[config.mk]
export PLATFORM = sky130hd
export DESIGN_NAME = bidir_shift_reg
export DESIGN_NICKNAME = d
export VERILOG_FILES = /design/src/rtl/usr_pkg.sv /design/src/rtl/usr_mode_decode.sv /design/src/rtl/usr_next_state.sv /design/src/rtl/usr_pin_ctrl.sv /design/src/rtl/bidir_shift_reg.sv
export SDC_FILE = /design/constraint.sdc
export NUM_CORES = 1
export LEC_CHECK = 0
export BUFFER_PORTS_ARGS = -buffer_cell sky130_fd_sc_hd__buf_4
export CORE_AREA = 2 2 39 41
export DETAILED_ROUTE_END_ITERATION = 12
export DIE_AREA = 0 0 41 43
export SYNTH_ARGS = -nofsm -noshare
export SYNTH_HDL_FRONTEND = slang
export SYNTH_SLANG_ARGS = --single-unit
[constraint.sdc]
create_clock -name clk -period 2.45 [get_ports clk]
set_clock_uncertainty 0.2 [all_clocks]
set_input_delay 0.1225 -clock clk [delete_from_list [all_inputs] [get_ports clk]]
set_output_delay 0.1225 -clock clk [all_outputs]
set_load 0.02 [all_outputs]
[src/rtl/usr_pkg.sv]
package usr_pkg;

  typedef enum logic [1:0] {
    MODE_KEEP    = 2'b00,
    MODE_TO_MSB  = 2'b01,
    MODE_TO_LSB  = 2'b10,
    MODE_CAPTURE = 2'b11
  } usr_mode_e;

  typedef struct packed {
    logic keep;
    logic to_msb;
    logic to_lsb;
    logic capture;
  } usr_ctrl_t;

endpackage

[src/rtl/usr_mode_decode.sv]
module usr_mode_decode
  import usr_pkg::*;
(
  input  logic      clk,
  input  logic      rst_n,
  input  usr_mode_e mode,
  output usr_ctrl_t ctrl
);

  always_comb begin
    ctrl = '0;
    unique case (mode)
      MODE_KEEP:    ctrl.keep    = 1'b1;
      MODE_TO_MSB:  ctrl.to_msb  = 1'b1;
      MODE_TO_LSB:  ctrl.to_lsb  = 1'b1;
      MODE_CAPTURE: ctrl.capture = 1'b1;
      default:      ctrl.keep    = 1'b1;
    endcase
  end

  AST_ONE_OPERATION: assert property (@(posedge clk) disable iff (!rst_n)
    $onehot({ctrl.keep, ctrl.to_msb, ctrl.to_lsb, ctrl.capture}));

endmodule

[src/rtl/usr_next_state.sv]
module usr_next_state
  import usr_pkg::*;
#(
  parameter int WIDTH = 8
) (
  input  logic [WIDTH-1:0] cur,
  input  usr_ctrl_t        ctrl,
  input  logic             ser_in_lo,
  input  logic             ser_in_hi,
  input  logic [WIDTH-1:0] pin_in,
  output logic [WIDTH-1:0] nxt
);

  localparam int TOP = WIDTH - 1;

  function automatic logic [WIDTH-1:0] step_to_msb(input logic [WIDTH-1:0] w,
                                                   input logic fill);
    logic [WIDTH-1:0] r;
    r[0] = fill;
    for (int i = 1; i < WIDTH; i++) r[i] = w[i-1];
    return r;
  endfunction

  function automatic logic [WIDTH-1:0] step_to_lsb(input logic [WIDTH-1:0] w,
                                                   input logic fill);
    logic [WIDTH-1:0] r;
    r[TOP] = fill;
    for (int i = 0; i < TOP; i++) r[i] = w[i+1];
    return r;
  endfunction

  logic [WIDTH-1:0] up_word;
  logic [WIDTH-1:0] down_word;

  assign up_word   = step_to_msb(cur, ser_in_lo);
  assign down_word = step_to_lsb(cur, ser_in_hi);

  always_comb begin
    nxt = cur;
    if (ctrl.to_msb)       nxt = up_word;
    else if (ctrl.to_lsb)  nxt = down_word;
    else if (ctrl.capture) nxt = pin_in;
  end

endmodule

[src/rtl/usr_pin_ctrl.sv]
module usr_pin_ctrl
  import usr_pkg::*;
(
  input  logic      clk,
  input  logic      rst_n,
  input  logic      oe_a_n,
  input  logic      oe_b_n,
  input  usr_ctrl_t ctrl,
  output logic      drive_en
);

  logic enables_on;
  logic release_for_load;

  assign enables_on       = ~oe_a_n & ~oe_b_n;
  assign release_for_load = ctrl.capture;
  assign drive_en         = enables_on & ~release_for_load;

  AST_RELEASE_ON_CAPTURE: assert property (@(posedge clk) disable iff (!rst_n)
    ctrl.capture |-> !drive_en);
  AST_RELEASE_ON_ENABLE: assert property (@(posedge clk) disable iff (!rst_n)
    (oe_a_n || oe_b_n) |-> !drive_en);

endmodule

[src/rtl/bidir_shift_reg.sv]
module bidir_shift_reg
  import usr_pkg::*;
#(
  parameter int WIDTH = 8
) (
  input  logic             clk,
  input  logic             rst_n,
  input  logic [1:0]       mode,
  input  logic             ser_in_lo,
  input  logic             ser_in_hi,
  input  logic             oe_a_n,
  input  logic             oe_b_n,
  input  logic [WIDTH-1:0] pin_in,
  output logic [WIDTH-1:0] pin_out,
  output logic             pin_drive_en,
  output logic             end_lo,
  output logic             end_hi
);

  localparam int TOP = WIDTH - 1;

  usr_ctrl_t        ctrl;
  logic [WIDTH-1:0] word_q;
  logic [WIDTH-1:0] word_d;

  usr_mode_decode u_decode (
    .clk   (clk),
    .rst_n (rst_n),
    .mode  (usr_mode_e'(mode)),
    .ctrl  (ctrl)
  );

  usr_next_state #(.WIDTH(WIDTH)) u_next (
    .cur       (word_q),
    .ctrl      (ctrl),
    .ser_in_lo (ser_in_lo),
    .ser_in_hi (ser_in_hi),
    .pin_in    (pin_in),
    .nxt       (word_d)
  );

  usr_pin_ctrl u_pins (
    .clk      (clk),
    .rst_n    (rst_n),
    .oe_a_n   (oe_a_n),
    .oe_b_n   (oe_b_n),
    .ctrl     (ctrl),
    .drive_en (pin_drive_en)
  );

  always_ff @(posedge clk or negedge rst_n) begin
    if (!rst_n) word_q <= '0;
    else        word_q <= word_d;
  end

  assign pin_out = word_q;
  assign end_lo  = word_q[0];
  assign end_hi  = word_q[TOP];

  AST_KEEP_STABLE: assert property (@(posedge clk) disable iff (!rst_n)
    (mode == 2'b00) |=> $stable(pin_out));
  AST_SHIFT_UP: assert property (@(posedge clk) disable iff (!rst_n)
    (mode == 2'b01) |=> (pin_out[0] == $past(ser_in_lo)) &&
                        (pin_out[TOP:1] == $past(pin_out[TOP-1:0])));
  AST_SHIFT_DOWN: assert property (@(posedge clk) disable iff (!rst_n)
    (mode == 2'b10) |=> (pin_out[TOP] == $past(ser_in_hi)) &&
                        (pin_out[TOP-1:0] == $past(pin_out[TOP:1])));
  AST_CAPTURE_PINS: assert property (@(posedge clk) disable iff (!rst_n)
    (mode == 2'b11) |=> (pin_out == $past(pin_in)));

endmodule

# After elaboration in Yosys (flattened, before gate mapping)
# Index checks and enable logic that the tools add are counted.
totals:
  register_bits: 8
  word_cells: 16
op_classes:
  n_eq_ne: 3
  muxes: 6
  bitwise_logic: 5
  reduce_logical: 1
ops:
  columns: ["op", "count"]
  rows:
  - ["two-way mux 8 bit", 3]
  - ["equality test 2 bit (second input constant)", 2]
  - ["two-way mux 1 bit", 3]
  - ["NOT 1 bit", 3]
  - ["nonzero test 3 bit", 1]
  - ["bitwise AND 1 bit", 2]
  - ["equality test 2 x 1 -> 1 bit (second input constant)", 1]

# Depth between registers and ports, before layout
depth:
  ltp_word: 5
  ltp_mapped: 2

# Modules after synthesis
# From an unflattened synthesis, not the netlist that was laid out.
hier_totals:
  cells_unflattened: 50
  area_unflattened_um2: 566.8
by_module_without_submodules:
  columns: ["mod", "instances", "cells_per_inst", "area_each_um2"]
  rows:
  - ["usr_next_state", 1, 35, 315.3]
  - ["bidir_shift_reg", 1, 10, 215.2]
  - ["usr_mode_decode", 1, 4, 26.3]
  - ["usr_pin_ctrl", 1, 1, 10.0]

# Worst setup path after synthesis
# OpenSTA, ideal clock, no wires.
synth_timing:
  kind: "reg-to-reg"
  start: "register word_q[7] (netlist: pin_out[7])"
  end: "register word_q[6] (netlist: pin_out[6])"
  arrival_ns: 0.912
  path_slack_ns: 1.200
  stages_incl_launch_ff: 2
  n_path_buf: 0
  cell_sequence: "dfrtp_1 -> mux4_2"
synth_between:
  elab_chain_len: 2
synth_rtl:
  columns: ["element", "line_no", "text"]
  rows:
  - ["start: declaration", "bidir_shift_reg.sv:23", "logic [WIDTH-1:0] word_q;"]
  - ["start signal: assignment", "bidir_shift_reg.sv:53", "else word_q <= word_d;"]
  - ["two-way mux 8 bit", "usr_next_state.sv:41", "else if (ctrl.to_lsb) nxt = down_word;"]
  - ["two-way mux 8 bit", "usr_next_state.sv:40", "if (ctrl.to_msb) nxt = up_word;"]
# No other way between the ends.
# A chain may end at the register's enable or synchronous reset.

# Worst setup path in the final report
layout_timing:
  start: "input pin_in[7]"
  end: "register word_q[7] (netlist: pin_out[7])"
layout_between:
  elab_chain_len: 3
layout_rtl:
  columns: ["element", "line_no", "text"]
  rows:
  - ["start: declaration", "bidir_shift_reg.sv:13", "input logic [WIDTH-1:0] pin_in,"]
  - ["two-way mux 8 bit", "usr_next_state.sv:42", "else if (ctrl.capture) nxt = pin_in;"]
  - ["two-way mux 8 bit", "usr_next_state.sv:41", null]
  - ["two-way mux 8 bit", "usr_next_state.sv:40", null]
# No other way between the ends. The select of a mux whose other input is x is not followed.

==> metrics.txt <==
outcome complete, but fails checks; failing checks negative hold slack; number of synthesized register bits 8; GP Congestion roughly 0.70; max reg flops 8; min-delay src pin_in[3]; Port Buffers 26; Initial Utilization a little under a third; Final Max Slew Viols 0; initial antenna violation count 0; post-route insts no fill 72; maximum clock path buffer count 2; crit-path max FO 1; Syn. warnings 0; final hold vios 1; final worst path period share between 70% and 80%; die area roughly 1800 um2; detailed-route vias per instance 4.93; largest net degree at the start of global routing 10; Tmin final about 1.9 ns; vias in the first global route approximately 350; Die W slightly above 40 um; Fmax achieved roughly 530 MHz; commonest non-fill, non-tap cells in the layout 26 x buf_4, 10 x dlygate4sd3_1, 8 x mux4_2, 8 x dfrtp_1, 3 x clkbuf_4; Worst-path clk slew about 0.050 ns; hold slack final -0.00158 ns; IO Pins 27; syn_area_per_cell 20.3 um2; Worst-Skew Late Latency 0.25 ns; worst IR drop on VDD about 0.28 mV; Total Wirelength about 1000 um; Num Clock Sinks 8; via count 355; Worst path most repeated cell dlygate4sd3_1; Overflow after GRT 0; CTS resizes 0; post-synthesis cell type count 5; number of H-tree levels 1; crit start category primary input; hold path depth 2; Top Family by Delay on Critical Path buffers and inverters; core area roughly 1400 um2; setup TNS 0 ns; Post-DP HPWL ~730 um; max incr delay on CP 0.57 ns; height of the die 43 um; first-pass GRT wire length 1570 um; met2 Resource Use GR between 10% and 20%; Routed WL per cell approximately 14 um; Reg2Reg Setup Slack ~0.7 ns; Lkg Pwr about 0.33 nW; Hold Path End pin_out[3]$_DFFE_PN0P_; # placed instances 59; busiest metal layer after global routing met1; Max Cap Viol 0; leading cell type in the layout, fill and taps excluded buf_4; Setup CP Type in -> reg; CTS root buf clkbuf_4; crit-path cells dlygate4sd3_1 -> buf_4 -> mux4_2 -> dlygate4sd3_1; Crit path arrival time about 1.8 ns; drt first pass iters 4; # diodes 0; Synth-to-Final Area Change 70.6%; Detail Route Antenna Nets 0; Synth Cell Area 425 um2; Worst setup EP type register; Final Core Density 52.4%; Yosys top cell by area dfrtp_1; hold crit path type in -> reg; GRT Total Usage about 14%; Cells after Synth 21; PwrDens just under 700 nW/um2; Worst R2R End pin_out[7]$_DFFE_PN0P_; relative slew slack a little under nine tenths; Synth area leaders dfrtp_1 47%, mux4_2 42%, buf_6 5.3%; sequential element share of the synthesized area 47.1%; met1 Use GR 19.4%; CTS tree done; worst setup margin just under 0.6 ns; DR DRC count 0; CP bufs+invs 3; pre-CTS setup slack around 1.2 ns; actual slew at the worst max-slew pin between 0.2 and 0.25 ns; Layout fillers 124; Synth Net Count 37; clock buffer count from CTS 3; FP Rows 14; Final Setup Violations 0; Post-CTS Setup Bufs 0; met3 Use GR 0%; fraction of layout cells with a size suffix above 1 between 60 and 70%; Post-layout nets 74; DR iter-0 viols 11; Crit-path slowest cell dlygate4sd3_1; CP required 2.38 ns; R2R depth 2; post-synth top area share roughly 47%; r2r startpoint pin_out[6]$_DFFE_PN0P_; RSZ-0062 raised after global routing false
==> what timing repair did <==
item,CTS,global route
hold endpoints to repair,15,0
endpoints found under the setup margin,0,0
hold buffers,10,0
==> worst register-to-register path, delay by kind of cell, from the launching register on <==
| kind | cells | cell delay, ns |
|---|---|---|
| DFF | 1 | 0.40 |
| muxes | 1 | 0.46 |
| buffers and inverters | 1 | 0.57 |
==> Yosys cell counts, drive strengths merged <==
cell	n
a211oi	1
buf	4
dfrtp	8
mux4	8
==> power by group <==
group          total, mW  switching [mW]  internal (mW)
sequential         0.192          0.0311          0.161
clock              0.102          0.0455         0.0561
combinational      0.198          0.0792          0.118
total              0.491           0.156          0.335
==> per-layer routing <==
layer | share of wire (%) | up-vias
met5 | 0 | -
met4 | 0 | 0
met3 | 5.6 | 0
met2 | 56 | 21
met1 | 39 | 179
li1 | - | 155
==> how the worst max path moves through the flow <==
stage	from	to	slack (ns)	depth (start not counted)
floorplan	pin_out[7]$_DFFE_PN0P_	pin_out[6]$_DFFE_PN0P_	1.20	1
global placement	pin_out[2]$_DFFE_PN0P_	pin_out[1]$_DFFE_PN0P_	1.26	1
detailed placement	pin_out[4]$_DFFE_PN0P_	pin_out[3]$_DFFE_PN0P_	1.24	1
CTS	pin_in[0]	pin_out[0]$_DFFE_PN0P_	0.60	4
global route	pin_in[0]	pin_out[0]$_DFFE_PN0P_	0.54	4
finish	pin_in[7]	pin_out[7]$_DFFE_PN0P_	0.58	4
==> cells by family after synthesis <==
| family | count (synthesis) | share of synthesized area, % |
|---|---|---|
| buffers and inverters | 4 | 8.82 |
| DFF | 8 | 47.1 |
| muxes | 8 | 42.4 |
| AOI/OAI and AO/OA | 1 | 1.77 |
==> area by class of cell <==
cell class                 instances  area [um2]  share of cell area, %
timing repair buffer              36         295                   40.7
multi-input combinational          9         188                   25.9
tap                               16        20.0                   2.76
sequential                         8         200                   27.6
clock buffer                       3        22.5                   3.10
==> metrics by stage <==
step                instance area [um2]  total power [mW]
finish                              726             0.491
global route                        726             0.515
CTS                                 726             0.499
detailed placement                  603             0.375
global placement                    603             0.371
floorplan                           425             0.296
No activity file was read; power rests on OpenSTA's default activity.
